$ cat config.mk
export PLATFORM = sky130hd
export DESIGN_NAME = fifo_irq_unit
export DESIGN_NICKNAME = d
export VERILOG_FILES = /design/src/rtl/fifo_irq_pkg.sv /design/src/rtl/fifo_irq_cfg.sv /design/src/rtl/fifo_irq_cond.sv /design/src/rtl/fifo_irq_state.sv /design/src/rtl/fifo_irq_unit.sv
export SDC_FILE = /design/constraint.sdc
export NUM_CORES = 1
export LEC_CHECK = 0
export BUFFER_PORTS_ARGS = -buffer_cell sky130_fd_sc_hd__buf_2
export CELL_PAD_IN_SITES_DETAIL_PLACEMENT = 1
export CELL_PAD_IN_SITES_GLOBAL_PLACEMENT = 1
export CORE_MARGIN = 5
export CORE_UTILIZATION = 35
export CTS_BUF_LIST = sky130_fd_sc_hd__clkbuf_8
export DETAILED_ROUTE_END_ITERATION = 7
export PLACE_DENSITY = 0.91
export SLEW_MARGIN = 25
export SYNTH_ARGS = -nofsm -noshare
export SYNTH_HDL_FRONTEND = slang
export SYNTH_SLANG_ARGS = --single-unit
$ cat constraint.sdc
create_clock -name clk_i -period 1.2 [get_ports clk_i]
set_input_delay 0.12 -clock clk_i [delete_from_list [all_inputs] [get_ports clk_i]]
set_output_delay 0.12 -clock clk_i [all_outputs]
set_load 0.01 [all_outputs]
$ cat src/rtl/fifo_irq_pkg.sv
package fifo_irq_pkg;
  localparam int unsigned NUM_SRC    = 6;
  localparam int unsigned NUM_STATUS = 4;
  localparam int unsigned ADDR_W     = 3;
  localparam int unsigned DATA_W     = 32;
  localparam int unsigned RD_LSB     = 8;

  localparam logic [ADDR_W-1:0] ADR_STATE = 3'd0;
  localparam logic [ADDR_W-1:0] ADR_EN    = 3'd1;
  localparam logic [ADDR_W-1:0] ADR_FORCE = 3'd2;
  localparam logic [ADDR_W-1:0] ADR_WMARK = 3'd3;
  localparam logic [ADDR_W-1:0] ADR_FCLR  = 3'd4;
  localparam logic [ADDR_W-1:0] ADR_DEPTH = 3'd5;

  localparam int unsigned SRC_PROG_EMPTY = 0;
  localparam int unsigned SRC_PROG_LVL   = 1;
  localparam int unsigned SRC_RD_FULL    = 2;
  localparam int unsigned SRC_RD_LVL     = 3;
  localparam int unsigned SRC_OP_DONE    = 4;
  localparam int unsigned SRC_CORR_ERR   = 5;

  localparam logic [NUM_SRC-1:0] STATE_RST = 6'h03;
endpackage

$ cat src/rtl/fifo_irq_cfg.sv
module fifo_irq_cfg
  import fifo_irq_pkg::*;
#(
  parameter int unsigned CW = 5
) (
  input  logic              clk_i,
  input  logic              rst_ni,
  input  logic              wr_i,
  input  logic [ADDR_W-1:0] addr_i,
  input  logic [DATA_W-1:0] wdata_i,
  output logic [NUM_SRC-1:0] en_o,
  output logic [CW-1:0]     prog_lvl_o,
  output logic [CW-1:0]     rd_lvl_o,
  output logic              fclr_o
);
  localparam logic [CW-1:0] LVL_RST = CW'(15);

  logic              en_we, wm_we, fc_we;
  logic [NUM_SRC-1:0] en_d, en_q;
  logic [CW-1:0]     pl_d, pl_q, rl_d, rl_q;
  logic              fc_d, fc_q;

  assign en_we = wr_i && (addr_i == ADR_EN);
  assign wm_we = wr_i && (addr_i == ADR_WMARK);
  assign fc_we = wr_i && (addr_i == ADR_FCLR);

  always_comb begin
    en_d = en_q;
    pl_d = pl_q;
    rl_d = rl_q;
    fc_d = fc_q;
    if (en_we) en_d = wdata_i[NUM_SRC-1:0];
    if (wm_we) begin
      pl_d = wdata_i[CW-1:0];
      rl_d = wdata_i[RD_LSB +: CW];
    end
    if (fc_we) fc_d = wdata_i[0];
  end

  always_ff @(posedge clk_i or negedge rst_ni) begin
    if (!rst_ni) begin
      en_q <= '0;
      pl_q <= LVL_RST;
      rl_q <= LVL_RST;
      fc_q <= 1'b0;
    end else begin
      en_q <= en_d;
      pl_q <= pl_d;
      rl_q <= rl_d;
      fc_q <= fc_d;
    end
  end

  assign en_o       = en_q;
  assign prog_lvl_o = pl_q;
  assign rd_lvl_o   = rl_q;
  assign fclr_o     = fc_q;

  AST_FCLR_HOLD: assert property (@(posedge clk_i) disable iff (!rst_ni)
    !fc_we |=> (fclr_o == $past(fclr_o)));
endmodule

$ cat src/rtl/fifo_irq_cond.sv
module fifo_irq_cond
  import fifo_irq_pkg::*;
#(
  parameter int unsigned DEPTH = 16,
  parameter int unsigned CW    = 5
) (
  input  logic [CW-1:0]         prog_depth_i,
  input  logic [CW-1:0]         rd_depth_i,
  input  logic [CW-1:0]         prog_lvl_i,
  input  logic [CW-1:0]         rd_lvl_i,
  output logic [NUM_STATUS-1:0] cond_o
);
  localparam logic [CW-1:0] FULL_CNT = CW'(DEPTH);

  always_comb begin
    cond_o                 = '0;
    cond_o[SRC_PROG_EMPTY] = (prog_depth_i == '0);
    cond_o[SRC_PROG_LVL]   = (prog_depth_i <= prog_lvl_i);
    cond_o[SRC_RD_FULL]    = (rd_depth_i == FULL_CNT);
    cond_o[SRC_RD_LVL]     = (rd_depth_i >= rd_lvl_i);
  end
endmodule

$ cat src/rtl/fifo_irq_state.sv
module fifo_irq_state
  import fifo_irq_pkg::*;
(
  input  logic               clk_i,
  input  logic               rst_ni,
  input  logic [NUM_SRC-1:0] hw_set_i,
  input  logic [NUM_SRC-1:0] force_i,
  input  logic [NUM_SRC-1:0] clr_i,
  output logic [NUM_SRC-1:0] state_o
);
  logic [NUM_SRC-1:0] st_d, st_q;

  for (genvar i = 0; i < NUM_SRC; i++) begin : g_src
    if (i < NUM_STATUS) begin : g_status
      assign st_d[i] = hw_set_i[i] | force_i[i];

      AST_STATUS_FOLLOWS: assert property (@(posedge clk_i) disable iff (!rst_ni)
        (!hw_set_i[i] && !force_i[i]) |=> !state_o[i]);
    end else begin : g_event
      assign st_d[i] = hw_set_i[i] | force_i[i] | (st_q[i] & ~clr_i[i]);

      AST_EVENT_STICKY: assert property (@(posedge clk_i) disable iff (!rst_ni)
        (state_o[i] && !clr_i[i]) |=> state_o[i]);
      AST_EVENT_CLEARS: assert property (@(posedge clk_i) disable iff (!rst_ni)
        (clr_i[i] && !hw_set_i[i] && !force_i[i]) |=> !state_o[i]);
    end
  end

  always_ff @(posedge clk_i or negedge rst_ni) begin
    if (!rst_ni) st_q <= STATE_RST;
    else         st_q <= st_d;
  end

  assign state_o = st_q;
endmodule

$ cat src/rtl/fifo_irq_unit.sv
module fifo_irq_unit
  import fifo_irq_pkg::*;
#(
  parameter int unsigned DEPTH = 16,
  localparam int unsigned CW   = $clog2(DEPTH + 1)
) (
  input  logic              clk_i,
  input  logic              rst_ni,
  input  logic              reg_wr_i,
  input  logic [ADDR_W-1:0] reg_addr_i,
  input  logic [DATA_W-1:0] reg_wdata_i,
  output logic [DATA_W-1:0] reg_rdata_o,
  input  logic [CW-1:0]     prog_depth_i,
  input  logic [CW-1:0]     rd_depth_i,
  input  logic              op_done_i,
  input  logic              corr_err_i,
  output logic [NUM_SRC-1:0] irq_o,
  output logic              fifo_clr_o
);
  logic [1:0]            rst_sync_q;
  logic                  rst_n;
  logic [NUM_SRC-1:0]    en;
  logic [CW-1:0]         prog_lvl, rd_lvl;
  logic [NUM_STATUS-1:0] cond;
  logic [NUM_SRC-1:0]    hw_set, force_set, clr_set, state;
  logic                  unused_wdata;

  always_ff @(posedge clk_i or negedge rst_ni) begin
    if (!rst_ni) rst_sync_q <= 2'b00;
    else         rst_sync_q <= {rst_sync_q[0], 1'b1};
  end
  assign rst_n = rst_sync_q[1];

  fifo_irq_cfg #(.CW(CW)) u_cfg (
    .clk_i      (clk_i),
    .rst_ni     (rst_n),
    .wr_i       (reg_wr_i),
    .addr_i     (reg_addr_i),
    .wdata_i    (reg_wdata_i),
    .en_o       (en),
    .prog_lvl_o (prog_lvl),
    .rd_lvl_o   (rd_lvl),
    .fclr_o     (fifo_clr_o)
  );

  fifo_irq_cond #(.DEPTH(DEPTH), .CW(CW)) u_cond (
    .prog_depth_i (prog_depth_i),
    .rd_depth_i   (rd_depth_i),
    .prog_lvl_i   (prog_lvl),
    .rd_lvl_i     (rd_lvl),
    .cond_o       (cond)
  );

  assign hw_set    = {corr_err_i, op_done_i, cond};
  assign force_set = (reg_wr_i && reg_addr_i == ADR_FORCE) ? reg_wdata_i[NUM_SRC-1:0] : '0;
  assign clr_set   = (reg_wr_i && reg_addr_i == ADR_STATE) ? reg_wdata_i[NUM_SRC-1:0] : '0;
  assign unused_wdata = ^reg_wdata_i;

  fifo_irq_state u_state (
    .clk_i    (clk_i),
    .rst_ni   (rst_n),
    .hw_set_i (hw_set),
    .force_i  (force_set),
    .clr_i    (clr_set),
    .state_o  (state)
  );

  assign irq_o = state & en;

  always_comb begin
    reg_rdata_o = '0;
    case (reg_addr_i)
      ADR_STATE: reg_rdata_o[NUM_SRC-1:0] = state;
      ADR_EN:    reg_rdata_o[NUM_SRC-1:0] = en;
      ADR_WMARK: begin
        reg_rdata_o[CW-1:0]       = prog_lvl;
        reg_rdata_o[RD_LSB +: CW] = rd_lvl;
      end
      ADR_FCLR:  reg_rdata_o[0] = fifo_clr_o;
      ADR_DEPTH: begin
        reg_rdata_o[CW-1:0]       = prog_depth_i;
        reg_rdata_o[RD_LSB +: CW] = rd_depth_i;
      end
      default:   reg_rdata_o = '0;
    endcase
  end

  AST_IRQ_GATED: assert property (@(posedge clk_i) disable iff (!rst_n)
    (irq_o & ~en) == '0);
  AST_FORCE_READS_ZERO: assert property (@(posedge clk_i) disable iff (!rst_n)
    (reg_addr_i == ADR_FORCE) |-> (reg_rdata_o == '0));
  AST_RD_FULL_SETS: assert property (@(posedge clk_i) disable iff (!rst_n)
    (rd_depth_i == CW'(DEPTH)) |=> state[SRC_RD_FULL]);
  AST_OP_DONE_SETS: assert property (@(posedge clk_i) disable iff (!rst_n)
    op_done_i |=> state[SRC_OP_DONE]);
  AST_PROG_EMPTY_SETS: assert property (@(posedge clk_i) disable iff (!rst_n)
    (prog_depth_i == '0) |=> state[SRC_PROG_EMPTY]);
  AST_DEPTH_VIEW: assert property (@(posedge clk_i) disable iff (!rst_n)
    (reg_addr_i == ADR_DEPTH) |-> (reg_rdata_o[CW-1:0] == prog_depth_i));
endmodule

After elaboration in Yosys (flattened, before gate mapping) --
Index checks and enable logic that the tools add are counted.
Cells by class: reductions and logical operators 7, mux-type cells 6, $lt $le $gt $ge 2, bitwise gates (word level) 13, eq/ne operators 6
Operators by type and width (number):
- 4-bit one-hot mux with 4 select lines | 1
- 6-bit two-way mux | 2
- 5-bit one-hot mux with 2 select lines | 1
- 1-bit OR | 8
- 6-bit bitwise AND | 1
- 3-bit by 2-bit equality test with 1-bit output, second input constant | 2
- 3-bit equality test, second input constant | 2
- 5-bit equality test, second input constant | 1
- 5-bit >= comparator | 1
- 5-bit less-or-equal comparator | 1
- 1-bit logical AND | 5
- 5-bit zero test | 1
- 1-bit one-hot mux with 5 select lines | 1
- 3-bit by 1-bit equality test with 1-bit output, second input constant | 1
- 3-bit zero test | 1
- 1-bit bitwise AND | 2
- 1-bit NOT | 2
- 1-bit one-hot mux with 2 select lines | 1
Storage, ports and cells: word-level logic and storage cells 40, flip-flop bits (word level) 25, bits of input ports 50

Depth between registers and ports, before layout --
Gate-level depths: netlist (run 1).
depth in word-level cells 6, gate-level depth with buffers 5, depth with buffers taken out 5

By module --
Synthesis (run 1) repeated with hierarchy kept, for this count alone.
Second synthesis, totals: cells, all modules 180, area, all modules 1854.3 um^2
Modules (own cells, without submodules):
- fifo_irq_cfg | area each 705.7 um^2, seq. area each 435.4 um^2, instances 1, cells an instance 39
- fifo_irq_unit | area each 685.7 um^2, seq. area each 50.0 um^2, instances 1, cells an instance 88
- fifo_irq_cond | area each 260.2 um^2, seq. area each 0.0 um^2, instances 1, cells an instance 37
- fifo_irq_state | area each 202.7 um^2, seq. area each 152.6 um^2, instances 1, cells an instance 16

Worst setup path after synthesis (run 1) --
Ideal clock, no wire load.
path kind reg-to-reg, start register u_cfg.pl_q[3], in the netlist u_cfg.prog_lvl_o[3], end register u_state.st_q[1], in the netlist u_state.state_o[1], slack -83 ps, library setup time 91 ps, period minus slack after synthesis 1283 ps, stages on the path, launching flop included 6, path buffers 0, required time 1109 ps, arrival 1193 ps, cell sequence dfstp_2 -> inv_1 -> ha_1 -> nand4_1 -> o221ai_1 -> o211ai_1
Between the ends: word-level cells in the longest chain between the ends 2
RTL lines:
- start: declaration | line fifo_irq_cfg.sv:20 | logic [CW-1:0] pl_d, pl_q, rl_d, rl_q;
- start signal: assignment | line fifo_irq_cfg.sv:48 | pl_q <= pl_d;
- 5-bit less-or-equal comparator | line fifo_irq_cond.sv:18 | cond_o[SRC_PROG_LVL] = (prog_depth_i <= prog_lvl_i);
- 1-bit OR | line fifo_irq_state.sv:15 | assign st_d[i] = hw_set_i[i] | force_i[i];
- net u_state.st_d[1] | line fifo_irq_state.sv:11 | logic [NUM_SRC-1:0] st_d, st_q;
- end signal: assignment | line fifo_irq_state.sv:31 | else st_q <= st_d;
- end: declaration | line fifo_irq_state.sv:11
The timed path passes the listed nets, and every way through them passes these cells. A chain may end at the register's enable or synchronous reset.

Worst setup path after layout (run 1) --
start register u_cfg.en_q[0], in the netlist u_cfg.en_o[0], end output reg_rdata_o[0]
Between the ends: word-level cells in the longest chain between the ends 1
RTL lines:
- start: declaration | line fifo_irq_cfg.sv:19 | logic [NUM_SRC-1:0] en_d, en_q;
- start signal: assignment | line fifo_irq_cfg.sv:47 | en_q <= en_d;
- 1-bit one-hot mux with 5 select lines | line fifo_irq_unit.sv:72 | case (reg_addr_i)
- end: declaration | line fifo_irq_unit.sv:12 | output logic [DATA_W-1:0] reg_rdata_o,
No other way between the ends.

==> results.cfg, run 1 <==
[cts]
cts.clk_slew.worst_paths_ps = 90
worst_skew_pair.late_latency_ps = 260
cts.sinks = 25
h-tree-depth = 1
cts.path.max_buffers = 2
clockRootBuffer = clkbuf_8
cts_tree = yes
numCtsBuffers = 3

[synth]
synthFlopType = dfrtp_1
synthCells = 159
syn-mean-instance-area_sq_um = 11.3
synth-seq-cells = 25
synthTopCellsByArea = dfrtp_1 (21%), dfstp_2 (15%), mux2_4 (13%)
yosys_warnings = 0
async_reset_ff_frac = 1.00
ys_seq_area_frac = 0.354
synthesis.area_sq_um = 1800
synth_top_area_share = 0.208
yosys.area.top_type = dfrtp_1
synth_edf_count = 0
ys_types = 36

[placed_design]
portBuffers = 46
place.gp.congestion = 0.763
dp_slack_ps = -147
place_hpwl_um = 4190

[die]
ioPinCount = 89
die-width_um = 81.7
die_y_um = 81.7
die-area_sq_um = 6680
fp-row-count = 26
initial_core_util = 0.357
core_sq_um = 5040

[grt]
globalRouteOverflowTotal = 0
antenna_found_initial = 0
grt_usage = 0.172
first_global_vias = 1677
grt_pass1_wl_um = 8710
grt_max_degree = 24

[route]
wl_per_cell_um = 17.6
drt-total-wl_um = 5490
first_iter_violations = 48
vias = 1463
firstDrtPassIters = 4
antenna_left = 0
route.detailed.drc = 0
viasPerCell = 4.69

[pwr]
finalPower_uw = 3130
vdd_drop_max_v = 0.000609
power.density_nw_per_um2 = 1220
p_leak_uw = 0.00128

[finish]
drive_gt1_frac = 0.595
syn_to_final_growth_pct = 42.1
n_fill_cell = 561
antennaDiodeCount = 0
regArea_sq_um = 638
fin_nets = 303
multiInputGateArea_sq_um = 1110

[worst_setup_path]
cp.required_ps = 1080
end_kind = output pin
cp_max_fo = 2
slowest_stage = dfrtp_1
cp-start-kind = register
cp.arrival_ps = 1310
crit_type = register to output pin
path_cells = mux2_4 > a22oi_2 > o21ai_2 > buf_2
max_stage_delay_ps = 420

[timing]
fin_ws_ps = -228
post-route-min-period_ps = 1430
max_freq_mhz = 700
rsz0062_at_grt = true
fin_crit_sh = 1.19
setup_viol_count_final = 12
hold_violations = 0
fin_skew_ps = 2.39
maxSlewViolCount = 0
final.setup.tns_ps = -1930

[outcome]
violations = setup timing
status = complete, but fails checks

[flow_run]
timing.max_cap.violations = 0

[min_path]
hold_class = primary input to register
## metrics by stage
| step | instance area [sq um] | util | hold WS [ps] | std cells |
|---|---|---|---|---|
| finish | 2560 | 0.507 | 40.2 | 312 |
| global route | 2560 | 0.507 | 39.6 | 312 |
| CTS | 2450 | 0.486 | 47.2 | 306 |
| detailed placement | 2210 | 0.437 | -93.5 | 288 |
| global placement | 2210 | 0.437 | -94.4 | 288 |
| floorplan | 1940 | - | -176 | 179 |
## where the power goes
part	total, uW	internal (uW)	switching (uW)
logic	1460	877	579
registers	1180	1050	123
clock network	493	229	265
total	3130	2160	967
## cells in the mapped netlist, types with 2 or more instances
library cell   n
a211o_1        2
a21oi_1        2
a22o_1         5
a22oi_1        6
and2_1         6
and4bb_1       3
buf_2          2
buf_4         22
buf_6          4
conb_1         2
dfrtp_1       15
dfstp_2       10
ha_1          10
inv_1         11
mux2_1         3
mux2_4        16
mux2i_1        5
nand2_1        4
nor2b_1        8
o211ai_1       2
o21ai_1        3
o2bb2ai_1      4
## layout make-up
cell class	count	share of cell area
sequential	25	0.249
multi-input combinational	115	0.435
timing repair buffer	87	0.246
tap	70	0.0342
clock buffer	3	0.0161
clock inverter	1	0.00147
inverter	11	0.0171
## cell usage in the layout (no fill, tap or decap), types with 3 or more instances in the layout
cell / n
buf_2: 42
buf_4: 25
conb_1: 22
buf_6: 18
mux2_4: 17
dfrtp_1: 15
dfstp_2: 10
inv_1: 9
nor2b_1: 7
a22oi_2: 6
ha_1: 6
mux2i_1: 5
a22o_1: 5
o2bb2ai_2: 4
nand2_1: 4
and2_4: 4
ha_4: 4
and4bb_1: 3
clkbuf_8: 3
## final timing paths
check	from	end	slack, ps	cells after the start
setup / recovery	u_cfg.en_o[0]$_DFFE_PN0P_	reg_rdata_o[0]	-230	4
hold / removal	corr_err_i	u_state.state_o[5]$_DFF_PN0_	40	2
setup reg to reg	u_cfg.prog_lvl_o[3]$_DFFE_PN1P_	u_state.state_o[1]$_DFF_PN1_	-190	6
hold reg to reg	rst_sync_q[1]$_DFF_PN0_	u_cfg.rd_lvl_o[4]$_DFFE_PN0P_	240	1
max in group asynchronous	rst_sync_q[1]$_DFF_PN0_	u_cfg.prog_lvl_o[0]$_DFFE_PN1P_	670	1
min in group asynchronous	rst_ni	rst_sync_q[1]$_DFF_PN0_	160	2
## critical path, delay by kind of cell (launching register included)
family	cells	cell delay, ps
AOI/OAI and AO/OA	2	210
DFF	1	420
muxes	1	290
buffers and inverters	1	140
## cells by family (layout without fill, tap and decap cells)
group	Yosys count	in the layout	share of synthesized area
and+or+nand+nor	32	32	0.132
muxes	24	24	0.180
adders and majority gates	10	10	0.0695
other	2	22	0.00417
DFF	25	25	0.354
buffers and inverters	39	102	0.145
AOI/OAI and AO/OA	27	27	0.115
## sequential cells by signal (all words and copies together) (netlist names)
register	count
u_cfg.en_o	6
rst_sync_q	2
u_state.state_o	6
u_cfg.fclr_o	1
u_cfg.prog_lvl_o	5
u_cfg.rd_lvl_o	5
## layer usage
layer,up-vias,track usage,share of wire
li1,687,-,-
met1,715,0.195,0.38
met2,47,0.317,0.55
met3,14,0.0395,0.052
met4,0,0.0515,0.021
met5,-,0,0
## what timing repair did
item | CTS | global route
hold buffers | 1 | 0
resized for setup | 20 | 16
hold endpoints to repair | 2 | 0
setup buffers | 13 | 7
endpoints found under the setup margin | 12 | 16
pin swaps | 6 | 6
(Power assumes the default switching activity.)
==> run 2: changes to the inputs <==
SETUP_SLACK_MARGIN = 0.4   (was default)
==> results.cfg, run 2 (synthesis results as in run 1) <==
[worst_setup_path]
cp_max_fo = 2
cp-start-kind = register
end_kind = register
cp.arrival_ps = 1630
cp.required_ps = 1350
crit_type = register to register

[grt]
globalRouteOverflowTotal = 0
grt_usage = 0.187
antenna_found_initial = 0
grt_max_degree = 24
first_global_vias = 1706
grt_pass1_wl_um = 9110

[finish]
fin_nets = 310
antennaDiodeCount = 0
final_common_cell = buf_2
regArea_sq_um = 638
multiInputGateArea_sq_um = 1170
stdcell_area_sq_um = 2790
final_cell_mix = buf_2 (38), buf_6 (37), conb_1 (22), mux2_4 (18), dfrtp_1 (15)
drive_gt1_frac = 0.643
syn_to_final_growth_pct = 54.8
n_fill_cell = 557

[die]
fp-row-count = 26
core_sq_um = 5040
initial_core_util = 0.357
die-width_um = 81.7
die-area_sq_um = 6680
ioPinCount = 89
die_y_um = 81.7

[flow_run]
timing.max_cap.violations = 0

[timing]
worst_pin_slew_ps = 490
setup_viol_count_final = 14
fin_skew_ps = 10.9
rsz0062_at_grt = true
maxSlewViolCount = 0
post-route-min-period_ps = 1480
hold_violations = 0
timing.hold.ws_ps = 20.2
fin_ws_ps = -283
max_freq_mhz = 674
relSlewSlack = 0.670
fin_crit_sh = 1.24

[cts]
clockRootBuffer = clkbuf_8
worst_skew_pair.late_latency_ps = 290
cts.path.max_buffers = 2
h-tree-depth = 1
cts.clk_slew.worst_paths_ps = 100
numCtsBuffers = 3
cts.sinks = 25
cts_tree = yes

[pwr]
power.density_nw_per_um2 = 1260
vdd_drop_max_v = 0.000640
p_leak_uw = 0.00137

[outcome]
violations = setup timing
status = complete, but fails checks

[placed_design]
place_hpwl_um = 4110
place_area_sq_um = 2210
place.gp.congestion = 0.762
portBuffers = 46

[route]
met2_length_um = 3560
antenna_left = 0
maxUsedRoutingLayer = met4
first_iter_violations = 85
viasPerCell = 4.87
wl_per_cell_um = 21.0
wl_met3_um = 378
drt-met1-wl_um = 2530
route.detailed.drc = 0
drt-total-wl_um = 6700
vias = 1554
firstDrtPassIters = 4

[min_path]
hold_class = primary input to register
-- run 2: cell type report --
class                           count  share of cell area
Tap cell                           70              0.0314
Sequential cell                    25               0.229
Inverter                           11              0.0148
Clock buffer                        3              0.0148
Timing Repair Buffer               94               0.286
Clock inverter                      1             0.00269
Multi-Input combinational cell    115               0.421
-- run 2: through the flow --
stage               TNS, ps  setup slack [ps]  cells  power (uW)   util
global route          -3500              -318    319        3660  0.553
CTS                   -2190              -263    306        3080  0.505
finish                -2880              -283    319        3500  0.553
floorplan             -45.7             -39.3    179        1860      -
detailed placement     -396             -93.0    287        2250  0.439
global placement       -121             -86.5    287        2150  0.439
-- run 2: path summary, 6_finish.rpt --
| path | startpoint | endpoint | slack [ps] | depth (start not counted) |
|---|---|---|---|---|
| worst max-delay path | u_cfg.rd_lvl_o[0]$_DFFE_PN1P_ | u_state.state_o[3]$_DFF_PN0_ | -280 | 5 |
| worst min-delay path | op_done_i | u_state.state_o[4]$_DFF_PN0_ | 20 | 2 |
| worst min register to register | rst_sync_q[1]$_DFF_PN0_ | u_cfg.fclr_o$_DFFE_PN0P_ | 240 | 1 |
| worst max register to register | u_cfg.rd_lvl_o[0]$_DFFE_PN1P_ | u_state.state_o[3]$_DFF_PN0_ | -280 | 5 |
| min in group asynchronous | rst_ni | rst_sync_q[1]$_DFF_PN0_ | 140 | 2 |
| max in group asynchronous | rst_sync_q[1]$_DFF_PN0_ | u_cfg.prog_lvl_o[2]$_DFFE_PN1P_ | 650 | 1 |
-- run 2: where the power goes --
part           switching [uW]  total [uW]  internal [uW]
clock                     310         547            237
sequential                146        1200           1060
combinational             700        1750           1050
total                    1160        3500           2340
-- run 2: repair_timing --
item                                   4_1_cts  5_1_grt
setup buffers                               14       13
resized for setup                           39       33
setup endpoints to repair                   41       41
hold buffers                                 1        0
endpoints found under the hold margin        2        0
cloned                                       0        0
pin swaps                                   11       10
-- run 2: layer usage --
layer / vias to the layer above / GRT usage
met5: - / 0
met4: 0 / 0.0698
met3: 19 / 0.0329
met2: 62 / 0.351
met1: 770 / 0.206
li1: 703 / -
-- run 2: worst max-delay path: stages, from the launching register on --
cell and delay [ps]:
dfstp_2 550, buf_4 120, ha_4 180, nand2b_4 140, a211oi_4 250, o21ai_2 100
==> run 3: changes to the inputs <==
CORE_ASPECT_RATIO = 1.2   (was default)
==> results.cfg, run 3 (synthesis results as in run 1) <==
[outcome]
status = complete, but fails checks
violations = setup timing

[placed_design]
place.gp.congestion = 0.837
place_hpwl_um = 3920
portBuffers = 46

[finish]
fin_nets = 316
drive_gt1_frac = 0.655
antennaDiodeCount = 0
final_cell_mix = buf_6 (45), buf_2 (35), conb_1 (22), mux2_4 (18)
syn_to_final_growth_pct = 58.3
final_common_cell = buf_6

[route]
drt-total-wl_um = 6940
antenna_left = 0
first_iter_violations = 62
route.detailed.drc = 0
wl_per_cell_um = 22.0
firstDrtPassIters = 4
vias = 1604
viasPerCell = 5.09

[pwr]
vdd_drop_max_v = 0.000639
p_leak_uw = 0.00142
finalPower_uw = 3640
power.density_nw_per_um2 = 1280

[die]
die-width_um = 75.5
initial_core_util = 0.362
core_sq_um = 4970
die_y_um = 88.6
fp-row-count = 28
die-area_sq_um = 6680
ioPinCount = 89

[grt]
grt_usage = 0.185
globalRouteOverflowTotal = 0
grt_pass1_wl_um = 9210
antenna_found_initial = 0
grt_max_degree = 24
first_global_vias = 1691

[cts]
cts_tree = yes
h-tree-depth = 1
numCtsBuffers = 3
cts.clk_slew.worst_paths_ps = 90
clockRootBuffer = clkbuf_8
cts.sinks = 25
worst_skew_pair.late_latency_ps = 270
cts.path.max_buffers = 2

[timing]
rsz0062_at_grt = true
fin_skew_ps = 1.83
maxSlewViolCount = 0
final.setup.tns_ps = -2810
setup_viol_count_final = 16
fin_ws_ps = -293
hold_violations = 0
fin_crit_sh = 1.24
post-route-min-period_ps = 1490
max_freq_mhz = 670

[worst_setup_path]
cp.arrival_ps = 1670
end_kind = register
regToRegStartpoint = u_cfg.prog_lvl_o[3]$_DFFE_PN1P_
slowest_stage = dfstp_2
max_stage_delay_ps = 580
crit_type = register to register
r2r_cells = 5
r2r-end = u_state.state_o[1]$_DFF_PN1_
cp-startpoint = u_cfg.prog_lvl_o[3]$_DFFE_PN1P_
cp_max_fo = 2
cp-start-kind = register
path_cells = inv_2 > ha_4 > nand4_1 > o221ai_2 > o211ai_1
r2r_slack_ps = -290
cp.required_ps = 1370
critPathCapture = u_state.state_o[1]$_DFF_PN1_

[flow_run]
timing.max_cap.violations = 0

[min_path]
hold_class = primary input to register
run 3: worst min-delay path by stage:
stage | from | endpoint | depth (start not counted)
2_1_floorplan | rst_ni | rst_sync_q[0]$_DFF_PN0_ | 0
3_3_place_gp | rst_ni | rst_sync_q[1]$_DFF_PN0_ | 1
3_5_place_dp | rst_ni | rst_sync_q[0]$_DFF_PN0_ | 1
4_1_cts | corr_err_i | u_state.state_o[5]$_DFF_PN0_ | 2
5_1_grt | corr_err_i | u_state.state_o[5]$_DFF_PN0_ | 2
6_report | corr_err_i | u_state.state_o[5]$_DFF_PN0_ | 2
run 3: per-layer routing:
layer,routed length [um],vias up,track usage
met5,0,-,0
met4,126,0,0.0572
met3,249,14,0.0295
met2,3860,47,0.338
met1,2710,825,0.216
li1,-,718,-
run 3: stage by stage:
stage / cell area [sq um] / instances / utilization / hold WS [ps] / worst slack [ps]
after global placement: 2210 / 278 / 0.444 / -94.3 / -69.3
after CTS: 2620 / 302 / 0.526 / 48.1 / -240
after detailed placement: 2210 / 278 / 0.444 / -89.9 / -108
after floorplan: 1970 / 179 / - / -176 / -39.3
final: 2850 / 315 / 0.573 / 52.0 / -293
after global routing: 2850 / 315 / 0.573 / 42.0 / -346
run 3: final cells by class:
class	instances	area [sq um]
clock inverters	1	3.75
inverters	11	41.3
flip-flops and latches	25	638
clock buffers	3	41.3
fillers	546	2120
well taps	60	75.1
multi-input cells	115	1180
repair buffers	100	867
run 3: critical path, delay by kind of cell, from the launching register on:
family | cells | cell delay, ps
compound gates | 2 | 340
fa+ha+maj | 1 | 260
buf+inv | 1 | 50
flops | 1 | 580
simple gates | 1 | 170
run 3: timing repair:
action / CTS / global route
gates cloned: 0 / 0
hold buffers: 1 / 0
pin swaps: 14 / 11
endpoints found under the setup margin: 39 / 39
endpoints found under the hold margin: 2 / 0
setup buffers: 19 / 13
resized for setup: 49 / 32
run 3: where the power goes:
group	internal (uW)	switching (uW)
combinational	1170	748
clock	229	278
sequential	1050	155
